<file path="config.mk">
export PLATFORM = sky130hd
export DESIGN_NAME = fr_alu
export DESIGN_NICKNAME = d
export VERILOG_FILES = /design/src/rtl/fr_alu.sv
export SDC_FILE = /design/constraint.sdc
export NUM_CORES = 1
export LEC_CHECK = 0
export ABC_CLOCK_PERIOD_IN_PS = 800
export BUFFER_PORTS_ARGS = -buffer_cell sky130_fd_sc_hd__clkbuf_2
export CAP_MARGIN = 20
export CORE_ASPECT_RATIO = 1.2
export CORE_MARGIN = 1
export CORE_UTILIZATION = 35
export DETAILED_ROUTE_END_ITERATION = 10
export PLACE_DENSITY = 0.53
export SETUP_SLACK_MARGIN = 0.2
export SYNTH_ARGS = -nofsm -noshare
export SYNTH_HDL_FRONTEND = slang
export SYNTH_SLANG_ARGS = --single-unit
</file>
<file path="constraint.sdc">
create_clock -name clk -period 0.8 [get_ports clk]
set_clock_uncertainty 0.05 [all_clocks]
set_input_delay 0.04 -clock clk [delete_from_list [all_inputs] [get_ports clk]]
set_output_delay 0.04 -clock clk [all_outputs]
set_load 0.1 [all_outputs]
</file>
<file path="src/rtl/fr_alu.sv">
module fr_alu #(
  parameter int DW = 8,
  parameter int AW = 5
) (
  input  logic          clk,
  input  logic          rst_n,
  input  logic [11:0]   instr,
  input  logic [DW-1:0] w_in,
  input  logic [DW-1:0] f_in,
  input  logic          z_in,
  input  logic          c_in,
  input  logic          dc_in,
  output logic [AW-1:0] rd_addr,
  output logic [DW-1:0] res,
  output logic          wr_w,
  output logic          wr_f,
  output logic [AW-1:0] wr_addr,
  output logic          z_out,
  output logic          c_out,
  output logic          dc_out,
  output logic          skip
);
  localparam int NW = DW / 2;

  logic          d;
  logic [3:0]    grp;
  logic [DW-1:0] lit;
  logic [DW:0]   add_full, sub_full;
  logic [NW:0]   add_nib, sub_nib;

  logic [DW-1:0] r;
  logic          nw, nf, ns, nz, nc, ndc, upd_z;

  assign d        = instr[5];
  assign grp      = instr[11:8];
  assign lit      = instr[DW-1:0];
  assign rd_addr  = instr[AW-1:0];
  assign add_full = {1'b0, w_in} + {1'b0, f_in};
  assign sub_full = {1'b0, f_in} + {1'b0, ~w_in} + 1'b1;
  assign add_nib  = {1'b0, w_in[NW-1:0]} + {1'b0, f_in[NW-1:0]};
  assign sub_nib  = {1'b0, f_in[NW-1:0]} + {1'b0, ~w_in[NW-1:0]} + 1'b1;

  always_comb begin
    r = '0; nw = 1'b0; nf = 1'b0; ns = 1'b0;
    nc = c_in; ndc = dc_in; upd_z = 1'b0;
    if (grp[3:2] == 2'b11) begin
      nw = 1'b1;
      case (grp[1:0])
        2'd0: r = lit;
        2'd1: begin r = lit | w_in; upd_z = 1'b1; end
        2'd2: begin r = lit & w_in; upd_z = 1'b1; end
        default: begin r = lit ^ w_in; upd_z = 1'b1; end
      endcase
    end else if (grp[3:2] == 2'b00) begin
      nw = !d;
      nf = d;
      case (instr[9:6])
        4'd0: begin
          nw = 1'b0;
          r  = w_in;
        end
        4'd1: begin
          if (!d) begin
            nw = (instr == 12'h040);
            upd_z = nw;
          end else begin
            upd_z = 1'b1;
          end
        end
        4'd2: begin
          r = sub_full[DW-1:0]; nc = sub_full[DW]; ndc = sub_nib[NW]; upd_z = 1'b1;
        end
        4'd3: begin r = f_in - 1'b1; upd_z = 1'b1; end
        4'd4: begin r = w_in | f_in; upd_z = 1'b1; end
        4'd5: begin r = w_in & f_in; upd_z = 1'b1; end
        4'd6: begin r = w_in ^ f_in; upd_z = 1'b1; end
        4'd7: begin
          r = add_full[DW-1:0]; nc = add_full[DW]; ndc = add_nib[NW]; upd_z = 1'b1;
        end
        4'd8: begin r = f_in; upd_z = 1'b1; end
        4'd9: begin r = ~f_in; upd_z = 1'b1; end
        4'd10: begin r = f_in + 1'b1; upd_z = 1'b1; end
        4'd11: begin r = f_in - 1'b1; ns = (r == '0); end
        4'd12: begin r = {c_in, f_in[DW-1:1]}; nc = f_in[0]; end
        4'd13: begin r = {f_in[DW-2:0], c_in}; nc = f_in[DW-1]; end
        4'd14: r = {f_in[NW-1:0], f_in[DW-1:NW]};
        default: begin r = f_in + 1'b1; ns = (r == '0); end
      endcase
    end
    nz = upd_z ? (r == '0) : z_in;
  end

  always_ff @(posedge clk or negedge rst_n) begin
    if (!rst_n) begin
      res <= '0; wr_w <= 1'b0; wr_f <= 1'b0; wr_addr <= '0;
      z_out <= 1'b0; c_out <= 1'b0; dc_out <= 1'b0; skip <= 1'b0;
    end else begin
      res <= r; wr_w <= nw; wr_f <= nf; wr_addr <= instr[AW-1:0];
      z_out <= nz; c_out <= nc; dc_out <= ndc; skip <= ns;
    end
  end
endmodule


</file>
==> results.sh, run 1 <==
export IMPL_cts_sinks=19
export IMPL_pwr_share_seq_pct=18.3
export IMPL_row_count=39
export IMPL_n_antenna_cell=0
export IMPL_pre_cts_slack_ns=-2.11
export IMPL_max_freq_mhz=389
export IMPL_cts_root_buf="clkbuf_16"
export IMPL_sw_frac_of_total_pct=42.2
export IMPL_p_int_uw=3600
export IMPL_cts_buffers=3
export IMPL_setup_ws_ns=-1.77
export IMPL_pwr_share_clk_pct=16.2
export IMPL_avgRoutedWirePerCell_um=19.7
export IMPL_placed_cell_area_um2=5620
export IMPL_crit_required_ns=0.90
export IMPL_hp_class="in2async"
export IMPL_wl_mm=15.1
export IMPL_grt_max_degree=21
export IMPL_power_density_nw_per_um2=1020
export IMPL_fin_nets=726
export IMPL_switchingPower_uw=2620
export IMPL_finish_instance_area_um2=6120
export IMPL_min_period_over_period_pct=321
export IMPL_synthTopCellsByArea="ha_1 (16%), dfrtp_1 (14%), a21oi_1 (4.7%)"
export IMPL_start_util_pct=36.3
export IMPL_yosysWarnings=0
export IMPL_io_pins=57
export IMPL_grt_pass1_wl_mm=23.7
export IMPL_viasPerCell=5.59
export IMPL_drtPass1Iterations=6
export IMPL_grt_use_total_pct=30.2
export IMPL_rsz0062_at_grt="true"
export IMPL_violations="negative hold slack, negative setup slack"
export IMPL_status="finished, violations left"
export IMPL_final_max_slew_viol_count=0
export IMPL_die_width_um=93.2
export IMPL_ys_seq_area_share_pct=13.6
export IMPL_worstSetupPathType="in2reg"
export IMPL_cap_violations=0
export IMPL_path_clk_slew_ns=0.05
export IMPL_grt_antenna_before_repair=0
export IMPL_design_core_area_um2=9610
export IMPL_synth_most_common_cell="ha_1"
export IMPL_synthTopCellsByCount="ha_1 (44), a21oi_1 (33), inv_1 (32)"
export IMPL_detailed_place_hpwl_mm=12.7
export IMPL_grt_overflow=0
export IMPL_setup_viol=32
export IMPL_final_layout_size_suffix_gt1_share_pct=50.8
export IMPL_io_buffer_count=56
export IMPL_ir_worst_vdd_uv=610
export IMPL_h_tree_depth=1
export IMPL_synth_ff_type="dfrtp_1"
export IMPL_slew_headroom_pct=54.9
export IMPL_synth_top_area_share_pct=15.8
export IMPL_end_kind="flip-flop"
export IMPL_crit_start="f_in[0]"
export IMPL_syn2layout_area_growth_pct=75.3
export IMPL_combPwrFrac_pct=65.5
export IMPL_drc=0
export IMPL_worstPathMaxFanout=2
export IMPL_worst_slew_pin_slew_ns=0.670
export IMPL_hold_ws_ns=-0.327
export IMPL_startpoint_type="input port"
export IMPL_vias=4301
export IMPL_synth_net_count=524
export IMPL_synthArstFlopShare_pct=100
export IMPL_ant_nets=0
export IMPL_synth_area_leader_cell="ha_1"
export IMPL_total_leakage_power_uw=0.00279
export IMPL_synth_edf_count=0
export IMPL_syn_avg_cell_area_um2=7.85
export IMPL_synthDistinctLibCells=79
export IMPL_synthCells=445
export IMPL_drt_initial_drc_count=344
export IMPL_grt_pass1_vias=4309
export IMPL_syn_cell_area_um2=3490
export IMPL_tritoncts="done"
export IMPL_cp_arrival_ns=2.66
export IMPL_die_h_um=111
export IMPL_clockBufferDepth=2
export IMPL_finalHoldViolCount=21
export IMPL_synth_seq_cells=19
export IMPL_gp_congestion=0.940
export IMPL_fin_crit_ns=2.57
export IMPL_die_area_um2=10400
## sequential cells by signal, indices dropped and copies added (netlist names)
| name | count |
|---|---|
| res | 8 |
| dc_out | 1 |
| c_out | 1 |
| skip | 1 |
| wr_f | 1 |
| wr_w | 1 |
| wr_addr | 5 |
| z_out | 1 |
## metrics by stage
stage	utilization (%)	total power, uW	instances	TNS [ns]
global route	63.7	6530	769	-17.37
global placement	58.5	4870	759	-17.83
detailed placement	58.5	4880	759	-17.77
floorplan	-	3210	445	-11.93
CTS	62.6	6130	768	-16.38
finish	63.7	6220	769	-16.36
## power groups by stage
stage	Sequential, uW	Combinational [uW]	Clock [uW]
floorplan	1670	1540	0
global placement	1160	3710	0
detailed placement	1160	3730	0
CTS	1140	3960	1040
global route	1140	4290	1090
finish	1140	4070	1010
## worst max-delay path: stages
cell	delay (ns)
clkbuf_16	0.14
ha_4	0.16
fa_2	0.41
and4b_1	0.20
a311o_1	0.33
a22oi_2	0.18
a32oi_1	0.13
a2111o_1	0.40
or4_4	0.45
o41ai_2	0.22
## area by class of cell
type                    count  area [um2]
inverters                  35         151
well taps                 123         154
fillers                   825        3490
flip-flops and latches     19         543
clock buffers               4        78.8
repair buffers            234        2150
multi-input cells         354        3040
## repair_timing
| item | in CTS | in global routing |
|---|---|---|
| resized for setup | 56 | 22 |
| setup endpoints to repair | 32 | 33 |
| setup buffers | 5 | 1 |
| pin swaps | 30 | 9 |
| hold endpoints to repair | 21 | 21 |
## layout by cell type (no fill, tap or decap), types with 8 or more instances in the layout
cell / instances
clkbuf_2: 27
ha_1: 38
nor3_1: 13
nand2_1: 27
mux2i_1: 11
o21ai_0: 20
dfrtp_4: 18
buf_12: 29
inv_1: 26
xnor2_1: 12
a21oi_1: 29
nand3_1: 8
buf_4: 157
nor2_1: 23
buf_6: 15
## layer usage
metal | GRT usage, % | share of wire, % | wire (um) | vias to the layer above
met5 | 0 | 0 | 0 | -
met4 | 16.2 | 5.1 | 777 | 0
met3 | 2.32 | 4.6 | 703 | 47
met2 | 49.7 | 47 | 7110 | 176
met1 | 39.0 | 43 | 6550 | 2027
li1 | - | - | - | 2051
## worst paths after layout
check	endpoint
max	z_out
min	wr_addr[0]
max in group asynchronous	res[2]
min in group clk	z_out
## cells by family (layout without fill, tap and decap cells)
family / Yosys count / after routing / share of synthesized area, %
adder cells (fa/ha/maj): 46 / 46 / 16.9
XOR/XNOR: 17 / 17 / 4.26
buffers and inverters: 72 / 273 / 9.92
AND/OR/NAND/NOR: 134 / 134 / 20.7
multiplexers: 16 / 16 / 6.16
AO/OA/AOI/OAI: 141 / 141 / 28.4
flip-flops: 19 / 19 / 13.6
Note: power is estimated with default switching activity, not from simulation.
==> run 2: changes to the inputs <==
Settings changed: CORE_UTILIZATION 35 to 25, PLACE_DENSITY 0.53 to 0.41.
==> run 2 against run 1 <==
Compared with the run above: the flow still finishes with violations (negative hold slack, negative setup slack); hold slack better by 0.29 ns; sequential power barely moved; die area up 39%; wire length grew 7.0%; via count is 1.5% higher; combinational power increased by 2%; clock power about the same; count of clock-buffer cells in the layout unchanged; fmax increased by 1.7%; critical path type unchanged; critical endpoint unchanged; largest cell class unchanged.
==> results.sh, run 2 (synthesized netlist as in run 1, its figures left out) <==
export IMPL_status="finished, violations left"
export IMPL_violations="negative hold slack, negative setup slack"
export IMPL_power_density_nw_per_um2=1000
export IMPL_drtPass1Iterations=6
export IMPL_finalHoldViolCount=2
export IMPL_start_util_pct=26.0
export IMPL_total_leakage_power_uw=0.00286
export IMPL_design_core_area_um2=13400
export IMPL_setup_viol=32
export IMPL_vias=4364
export IMPL_tns_ns=-17.39
export IMPL_final_cell_mix="buf_4 (172), ha_1 (38), a21oi_1 (31), buf_12 (31)"
export IMPL_max_freq_mhz=396
export IMPL_placed_cell_area_um2=5770
export IMPL_grt_pass1_wl_mm=25.0
export IMPL_utilization_pct=46.6
export IMPL_wl_mm=16.2
export IMPL_grt_use_total_pct=22.9
export IMPL_final_max_slew_viol_count=0
export IMPL_top_register="res"
export IMPL_cts_buffers=3
export IMPL_hold_ws_ns=-0.0417
export IMPL_rsz0062_at_grt="true"
export IMPL_clockBufferDepth=2
export IMPL_grt_max_degree=20
export IMPL_path_clk_slew_ns=0.05
export IMPL_grt_pass1_vias=4451
export IMPL_worst_slew_pin_slew_ns=0.707
export IMPL_cp_arrival_ns=2.63
export IMPL_die_h_um=131
export IMPL_cts_root_buf="clkbuf_16"
export IMPL_drc=0
export IMPL_holdBufCountCts=1
export IMPL_fin_crit_ns=2.53
export IMPL_ir_worst_vdd_uv=1490
export IMPL_h_tree_depth=1
export IMPL_n_antenna_cell=0
export IMPL_crit_required_ns=0.90
export IMPL_ant_nets=0
export IMPL_grt_overflow=0
export IMPL_die_area_um2=14400
export IMPL_largest_reg_flops=8
export IMPL_drt_initial_drc_count=294
export IMPL_tritoncts="done"
export IMPL_gp_congestion=1.01
export IMPL_grt_antenna_before_repair=0
export IMPL_final_seq_area_um2=543
export IMPL_slew_headroom_pct=52.3
export IMPL_startpoint_type="input port"
export IMPL_row_count=46
export IMPL_fin_nets=742
export IMPL_io_pins=57
export IMPL_multi_input_area_um2=2970
export IMPL_finish_instance_area_um2=6250
export IMPL_detailed_place_hpwl_mm=13.7
export IMPL_viasPerCell=5.26
export IMPL_io_buffer_count=56
export IMPL_final_cells=830
export IMPL_worstPathMaxFanout=2
export IMPL_setup_ws_ns=-1.73
export IMPL_syn2layout_area_growth_pct=79.1
export IMPL_hp_class="in2reg"
export IMPL_layout_commonest_cell="buf_4"
export IMPL_cts_sinks=19
export IMPL_cap_violations=0
export IMPL_final_layout_size_suffix_gt1_share_pct=50.3
export IMPL_largestRegisters="res x8, wr_addr x5"
export IMPL_dp_cells=816
export IMPL_worstSetupPathType="in2reg"
export IMPL_end_kind="flip-flop"
export IMPL_fill_cells=1349
export IMPL_avgRoutedWirePerCell_um=19.5
export IMPL_min_period_over_period_pct=316
export IMPL_die_width_um=110
## run 2: cell types whose count changed in the layout (fill, tap and decap cells not counted), moves of 2 or more
cell / delta
buf_4: +15
a211oi_1: +2
a21oi_1: +2
a21oi_2: -2
buf_12: +2
inv_2: -2
nor2_1: +2
nor4_2: -2
## run 2: final timing paths
check / start / end / cells past startpoint
max: f_in[0] / z_out / 10
min: z_in / z_out / 3
max in group asynchronous: rst_n / wr_addr[2] / 3
min in group asynchronous: rst_n / wr_addr[3] / 3
## run 2: per-stage QoR
step                setup WS [ns]  total power, uW  hold WS, ns
global placement            -2.11             4950      -0.0391
finish                      -1.73             6280      -0.0417
floorplan                   -1.73             3210       -0.306
global route                -1.77             6600      -0.0367
detailed placement          -2.11             4970      -0.0409
CTS                         -1.69             6180      -0.0434
## run 2: metal layers
metal  global-route usage [%]  routed length (um)
met5                        0                   0
met3                     1.04                 744
met4                     7.70                 478
met1                     28.9                6700
met2                     40.5                8280
## run 2: area by class of cell
type | count | area share (%)
Clock buffer | 4 | 1.26
Inverter | 35 | 2.38
Multi-Input combinational cell | 354 | 47.5
Tap cell | 168 | 3.36
Timing Repair Buffer | 250 | 36.8
Sequential cell | 19 | 8.68
## run 2: what timing repair did
item | CTS | global route
setup buffers | 6 | 3
resized for setup | 46 | 19
pin swaps | 28 | 11
setup endpoints to repair | 33 | 52
hold endpoints to repair | 21 | 1
## run 2: power by group
group	internal (uW)	leakage [uW]	switching [uW]	total (uW)
clock network	676	0.0000382	321	997
registers	1080	0.000214	59.8	1140
logic	1910	0.00261	2240	4150
## run 2: worst max-delay path: stages
cell       delay, ns
clkbuf_16       0.13
ha_4            0.16
fa_2            0.40
and4b_1         0.19
a311o_1         0.33
a22oi_2         0.18
a32oi_2         0.16
a2111o_1        0.38
or4_4           0.45
o41ai_2         0.20
